File: src/rtl/fetch_thread_sel.sv
module fetch_thread_sel #(
  parameter int NTHR = 4,
  localparam int TW = (NTHR > 1) ? $clog2(NTHR) : 1,
  localparam int CW = $clog2(NTHR + 1)
) (
  input  logic              clk,
  input  logic              rst_n,
  input  logic              pick_req,
  input  logic              mode_rr,
  input  logic [CW-1:0]     thr_count,
  input  logic [NTHR*3-1:0] thr_state,
  output logic              pick_valid,
  output logic [TW-1:0]     pick_tid
);

  logic [TW-1:0]      order_q [NTHR];
  logic [NTHR-1:0]    elig;
  logic [NTHR*TW-1:0] order_flat;
  logic               hit;
  logic [TW-1:0]      pos;
  logic               multi;
  logic               rotate;

  for (genvar i = 0; i < NTHR; i++) begin : g_thr
    logic [2:0] st;
    assign st = thr_state[3*i +: 3];
    assign elig[i] = (st == 3'd0 || st == 3'd1 || st == 3'd7) && (CW'(i) < thr_count);
    assign order_flat[TW*i +: TW] = order_q[i];
  end

  always_comb begin
    hit = 1'b0;
    pos = '0;
    for (int p = 0; p < NTHR; p++) begin
      if (!hit && elig[order_q[p]]) begin
        hit = 1'b1;
        pos = TW'(p);
      end
    end
  end

  assign multi      = thr_count > CW'(1);
  assign pick_valid = (thr_count == CW'(1)) ? elig[0] :
                      !multi ? 1'b0 :
                      mode_rr ? hit : 1'b1;
  assign pick_tid   = (multi && mode_rr) ? order_q[pos] : '0;
  assign rotate     = pick_req && mode_rr && multi && hit;

  always_ff @(posedge clk) begin
    if (!rst_n) begin
      for (int i = 0; i < NTHR; i++) order_q[i] <= TW'(i);
    end else if (rotate) begin
      for (int p = 0; p < NTHR - 1; p++)
        if (TW'(p) >= pos) order_q[p] <= order_q[p+1];
      order_q[NTHR-1] <= order_q[pos];
    end
  end

endmodule

File: config.mk
export PLATFORM = sky130hd
export DESIGN_NAME = fetch_thread_sel
export DESIGN_NICKNAME = d
export VERILOG_FILES = /design/src/rtl/fetch_thread_sel.sv
export SDC_FILE = /design/constraint.sdc
export NUM_CORES = 1
export LEC_CHECK = 0
export CORE_MARGIN = 2
export CORE_UTILIZATION = 41
export CTS_CLUSTER_DIAMETER = 40
export CTS_CLUSTER_SIZE = 30
export DETAILED_ROUTE_END_ITERATION = 10
export PLACE_DENSITY_LB_ADDON = 0.08
export SLEW_MARGIN = 20
export SYNTH_ARGS = -nofsm -noshare
export SYNTH_HDL_FRONTEND = slang
export SYNTH_SLANG_ARGS = --single-unit
File: constraint.sdc
create_clock -name clk -period 3.4 [get_ports clk]
set_clock_uncertainty 0.2 [all_clocks]
set_input_delay 0.85 -clock clk [delete_from_list [all_inputs] [get_ports clk]]
set_output_delay 0.85 -clock clk [all_outputs]
set_load 0.1 [all_outputs]
Yosys cells after proc, flatten, opt, wreduce, memory -nomap -nowiden
Memory sizes are Yosys's and may differ from the RTL's. Index checks and enable logic that the tools add are counted.

Register bits: 0. Memory bits (writable): 8. Input bits: 19. Logic and storage cells: 91. Memories kept: 1.

$lt $le $gt $ge: 12. Equality and inequality tests: 9. Mux-type cells: 39. Bitwise gates (word level): 4. Reductions and logical operators: 26.

Memories: order_q (depth 4, width 2, rd ports 5, clocked after Yosys merged registers in 0, write ports 4, RTL line 16) `logic [TW-1:0] order_q [NTHR];`.

Operator list (count): 1-bit 2-to-1 mux (28); 3-bit by 1-bit equality test with 1-bit output (second input constant) (5); 2-bit 2-to-1 mux (7); 3-bit equality test (second input constant) (4); 3-bit logical NOT (4); 2-bit by 3-bit less-than comparator with 1-bit output (second input constant) (4); 1-bit logical AND (11); 1-bit binary-select mux with 2-bit select (4); 1-bit logical OR (8); 1-bit by 3-bit less-than comparator with 1-bit output (first input constant) (2); 2-bit by 3-bit less-than comparator with 1-bit output (first input constant) (2); 1-bit by 2-bit >= comparator with 1-bit output (first input constant) (2); 1-bit OR (4); 3-bit by 1-bit greater-than comparator with 1-bit output (second input constant) (1); 1-bit logical NOT (3); 2-bit >= comparator (first input constant) (1).

Depth between registers and ports, before layout
Depth after elaboration: 22. Depth in mapped cells: 7.

Least setup slack after synthesis
Ideal clock, no wire load.

Path type: input-to-output. From: in thr_state[5]. To: out pick_tid[0]. Arrival: 3.541 ns. Data required time: 2.350 ns. Setup slack: -1.191 ns. Cell stages on the path: 6. Buffers on the path: 0. Path through: or2_2 > a21oi_1 > mux4_2 > nor2_1 > a221o_1 > nor2_1.

Cells in the longest elaborated chain, start to end: 18. Elaborated cells between the ends (all ways): 28. Those cells by class: eq/ne (2); mux (15); reduce/logical (10); memory (1).

Ends and longest elaborated chain: start: declaration (RTL line 11) `input logic [NTHR*3-1:0] thr_state,`; 3-bit by 1-bit equality test with 1-bit output or 3-bit logical NOT (tied branches) (RTL line 27) `assign elig[i] = (st == 3'd0 || st == 3'd1 || st == 3'd7) && (CW'(i) < thr_count);`; 1-bit logical OR (RTL line 27); 1-bit logical OR (*) (RTL line 27); 1-bit logical AND (*) (RTL line 27); 1-bit binary-select mux with 2-bit select (RTL line 35) `if (!hit && elig[order_q[p]]) begin`; 1-bit 2-to-1 mux (implied by the code) (RTL line 35); 1-bit 2-to-1 mux (RTL line 35); 1-bit logical NOT (RTL line 35); (+2 left out); 1-bit logical NOT (RTL line 35); 1-bit logical AND (RTL line 35); 1-bit 2-to-1 mux (RTL line 35); 1-bit logical NOT (RTL line 35); 1-bit logical AND (RTL line 35); 2-bit 2-to-1 mux (*) (RTL line 35); memory read 4 x 2 bit (*); 2-bit 2-to-1 mux (*) (RTL line 46) `assign pick_tid = (multi && mode_rr) ? order_q[pos] : '0;`; end: declaration (RTL line 13) `output logic [TW-1:0] pick_tid`.

Every way passes the cells marked *; elsewhere a longest branch is shown, timed or not. The select of a mux whose other input is x is not followed.

Worst setup path after layout
From: in thr_count[1]. To: out pick_tid[1].

Cells in the longest elaborated chain, start to end: 16. Elaborated cells between the ends (all ways): 32. Those cells by class: order compare (5); mux (15); reduce/logical (11); memory (1).

Ends and longest elaborated chain: start: declaration (RTL line 10) `input logic [CW-1:0] thr_count,`; 1-bit by 3-bit less-than comparator with 1-bit output or 2-bit by 3-bit less-than comparator with 1-bit output (tied branches) (RTL line 27); 1-bit logical AND (RTL line 27); 1-bit binary-select mux with 2-bit select (RTL line 35); 1-bit 2-to-1 mux (implied by the code) (RTL line 35); 1-bit 2-to-1 mux (RTL line 35); 1-bit logical NOT (RTL line 35); 1-bit logical AND (RTL line 35); 1-bit 2-to-1 mux (RTL line 35); 1-bit logical NOT (RTL line 35); 1-bit logical AND (RTL line 35); 1-bit 2-to-1 mux (RTL line 35); 1-bit logical NOT (RTL line 35); 1-bit logical AND (RTL line 35); 2-bit 2-to-1 mux (RTL line 35); memory read 4 x 2 bit; 2-bit 2-to-1 mux (*) (RTL line 46).

Marks and branches as above.

==> run_results.csv <==
group,metric,value,unit
run_status,status,"finished, violations left",
run_status,violations,"setup timing",
clock_tree,cts_sinks,8,
clock_tree,cts_buffers,3,
sta,min_period,3.78,ns
routing,drtIter0Drc,30,
logic_synthesis,synth_top_cell_by_area,"edfxtp_1",
floorplan,core_area,1710,sq um
routing,route.detailed.drc,0,
logic_synthesis,yosysMostFrequentCell,"edfxtp_1",
routing,routed.top_layer,"met4",
clock_tree,clk_latency,0.26,ns
logic_synthesis,synth_ff_type,"edfxtp_1",
worst_setup_path,startpoint_type,"input pin",
routing,m1WireLength,885,um
clock_tree,cts_buffer_depth,2,
layout,post-route-util,76.0,%
power_and_ir_drop,cellLeakagePower,0.538,nW
logic_synthesis,ys_warn_count,0,
layout,n_antenna_cell,0,
worst_setup_path,crit_arrival,2.73,ns
logic_synthesis,yosysSeqAreaShare,32.3,%
routing,drt-total-wl,2.31,mm
grt,first_global_vias,864,
sta,whs,0.510,ns
floorplan,die_x,46.6,um
logic_synthesis,synth_cell_type_count,31,
routing,wl_met2,1.21,mm
sta,hold_viol_final,0,
run,cap_violations,0,
layout,syn_to_final_growth,74.3,%
worst_setup_path,cp_cell_sequence,"buf_6 -> o32a_1 -> mux4_2 -> buf_6 -> o21bai_1 -> o31a_1 -> o311a_4 -> buf_12",
clock_tree,clkTransAtPathRegs,0.06,ns
routing,ant_nets,0,
placement,dpl.cell_count,136,
layout,fin_cells,148,
floorplan,start_util,43.6,%
logic_synthesis,synth_fa_ha_area_share,0,%
placement,dp_hpwl,1.76,mm
layout,drive_gt1_share,51.2,%
sta,max_slew_margin,75.3,%
logic_synthesis,synth_top_cells_by_area,"edfxtp_1 (32%), mux2i_1 (9.4%), mux4_1 (7.1%), mux4_2 (6.1%), o21ai_0 (4.0%)",
worst_setup_path,crit_start,"thr_count[1]",
routing,wl_per_cell,15.6,um
placement,port_buffers,21,
worst_setup_path,r2r_start,"order_q[2][1]",
grt,grt_overflow_total,0,
grt,grt_first_pass_wirelength,3.52,mm
routing,met3_length,156,um
logic_synthesis,syn_avg_cell_area,10.1,sq um
layout,largest_reg_flops,8,
routing,first_pass_iters,4,
hold_path,hp-class,"reg -> reg",
logic_synthesis,synth_compound_area_share,21.2,%
sta,max_freq,265,MHz
worst_setup_path,cp-end-kind,"output port",
logic_synthesis,syn_area,744,sq um
sta,rsz0062_at_grt,"true",
logic_synthesis,synth_mux_area_share,24.0,%
logic_synthesis,syn_nets,93,
floorplan,row_count,15,
logic_synthesis,synth_edf_count,8,
floorplan,dieArea,2170,sq um
worst_setup_path,slowest_delay,0.53,ns
worst_setup_path,required,2.35,ns
clock_tree,cts_root_buffer,"clkbuf_4",
routing,num_vias,850,
layout,reg.largest.list,"order_q x8",
layout,fin_nets,144,
logic_synthesis,synth_commonest_cells,"edfxtp_1 (8), mux2i_1 (7), nor2_1 (6), o21ai_0 (6), nor3_1 (5)",
worst_setup_path,crit_fanout,5,
power_and_ir_drop,worst_ir_drop_vdd,0.220,mV
sta,tightest_slew,0.367,ns
floorplan,die_h,46.6,um
grt,track_usage,23.7,%
logic_synthesis,synth-simple-area-share,19.0,%
sta,fin_crit_sh,111,%
sta,setup_viol,3,
power_and_ir_drop,power_density,302,nW/um^2
placement,gp_congestion,0.891,
logic_synthesis,yosys.area_share.xor_xnor,0,%
worst_setup_path,cpMostUsedCell,"buf_6",
power_and_ir_drop,finalPower,0.392,mW
logic_synthesis,synth_top_family_by_area,"multiplexers",
worst_setup_path,cp_slowest_cell,"mux4_2",
logic_synthesis,synth_seq_cells,8,
sta,final_max_slew_viol_count,0,
logic_synthesis,syn-instance-count,74,
hold_path,min-delay-start,"order_q[1][1]",
clock_tree,h-tree-depth,1,
placement,place_ws,-0.734,ns
routing,via_per_inst,5.74,
worst_setup_path,crit_type,"in -> out",
sta,layout_setup_ws,-0.379,ns
grt,grt_max_degree,8,
layout,top_register,"order_q",
logic_synthesis,synthArstFlopShare,0,%
grt,antenna_found_initial,0,
logic_synthesis,yosysTopAreaCellShare,32.3,%
floorplan,io_pins,22,
clock_tree,cts_tree,"done",
## cell usage in the layout, fill, tap and decap left out, drive strengths merged
master,instances
buf,38
edfxtp,8
mux2i,7
o21ai,6
nor2,6
nor3,5
inv,4
mux4,4
or2,4
clkdlybuf4s15,4
clkbuf,3
clkdlybuf4s50,3
nand3,3
a21oi,3
and3,2
o32a,2
and2,2
or3,2
dlygate4sd2,2
a22oi,2
o21a,1
mux2,1
a21o,1
o32ai,1
a221o,1
nor2b,1
o31ai,1
nand2,1
o22a,1
o21bai,1
o31a,1
o311a,1
nand2b,1
## metrics by stage
step / cell area [sq um] / TNS [ns]
finish: 1300 / -0.983
detailed placement: 1180 / -2.25
floorplan: 795 / -0.723
global placement: 1180 / -2.02
global route: 1300 / -1.11
CTS: 1290 / -0.992
## report_power, final
group | leakage, nW | switching [mW] | total, mW | internal [mW]
clock network | 0.0138 | 0.0348 | 0.0753 | 0.0406
registers | 0.0703 | 0.00609 | 0.119 | 0.113
logic | 0.454 | 0.0936 | 0.197 | 0.103
## worst max-delay path: cells and delay by family
family / cells / cell delay [ns]
AO/OA/AOI/OAI: 4 / 0.94
multiplexers: 1 / 0.53
buffers and inverters: 3 / 0.41
## cells by family (layout without fill, tap and decap cells)
logic type      count (synthesis)  count (layout)
simple gates                   27              27
compound gates                 22              22
mux                            12              12
flops                           8               8
buf+inv                         5              54
## cell type report
class                   instances  area, sq um
well taps                      25         31.3
inverters                       4         15.0
flip-flops and latches          8          240
multi-input cells              61          569
repair buffers                 47          419
clock buffers                   3         22.5
fillers                       125          410
## path summary, 6_finish.rpt
| path | endpoint | slack (ns) | depth (start not counted) |
|---|---|---|---|
| hold reg to reg | order_q[0][1] | 0.51 | 1 |
| setup / recovery | pick_tid[1] | -0.38 | 8 |
| hold / removal | order_q[0][1] | 0.51 | 1 |
| setup reg to reg | order_q[3][1] | 0.97 | 7 |
## repair_timing
action / in CTS / in global routing
pin swaps: 18 / 3
endpoints found under the setup margin: 3 / 3
hold buffers: 0 / 0
gates cloned: 0 / 0
gates resized for setup: 57 / 0
setup buffers: 8 / 1
## routing by layer
layer / global-route usage [%] / up-vias
li1: - / 397
met1: 23.6 / 399
met2: 44.4 / 46
met3: 3.53 / 8
met4: 15.6 / 0
met5: 0 / -
Power figures use the tool's default switching activity.
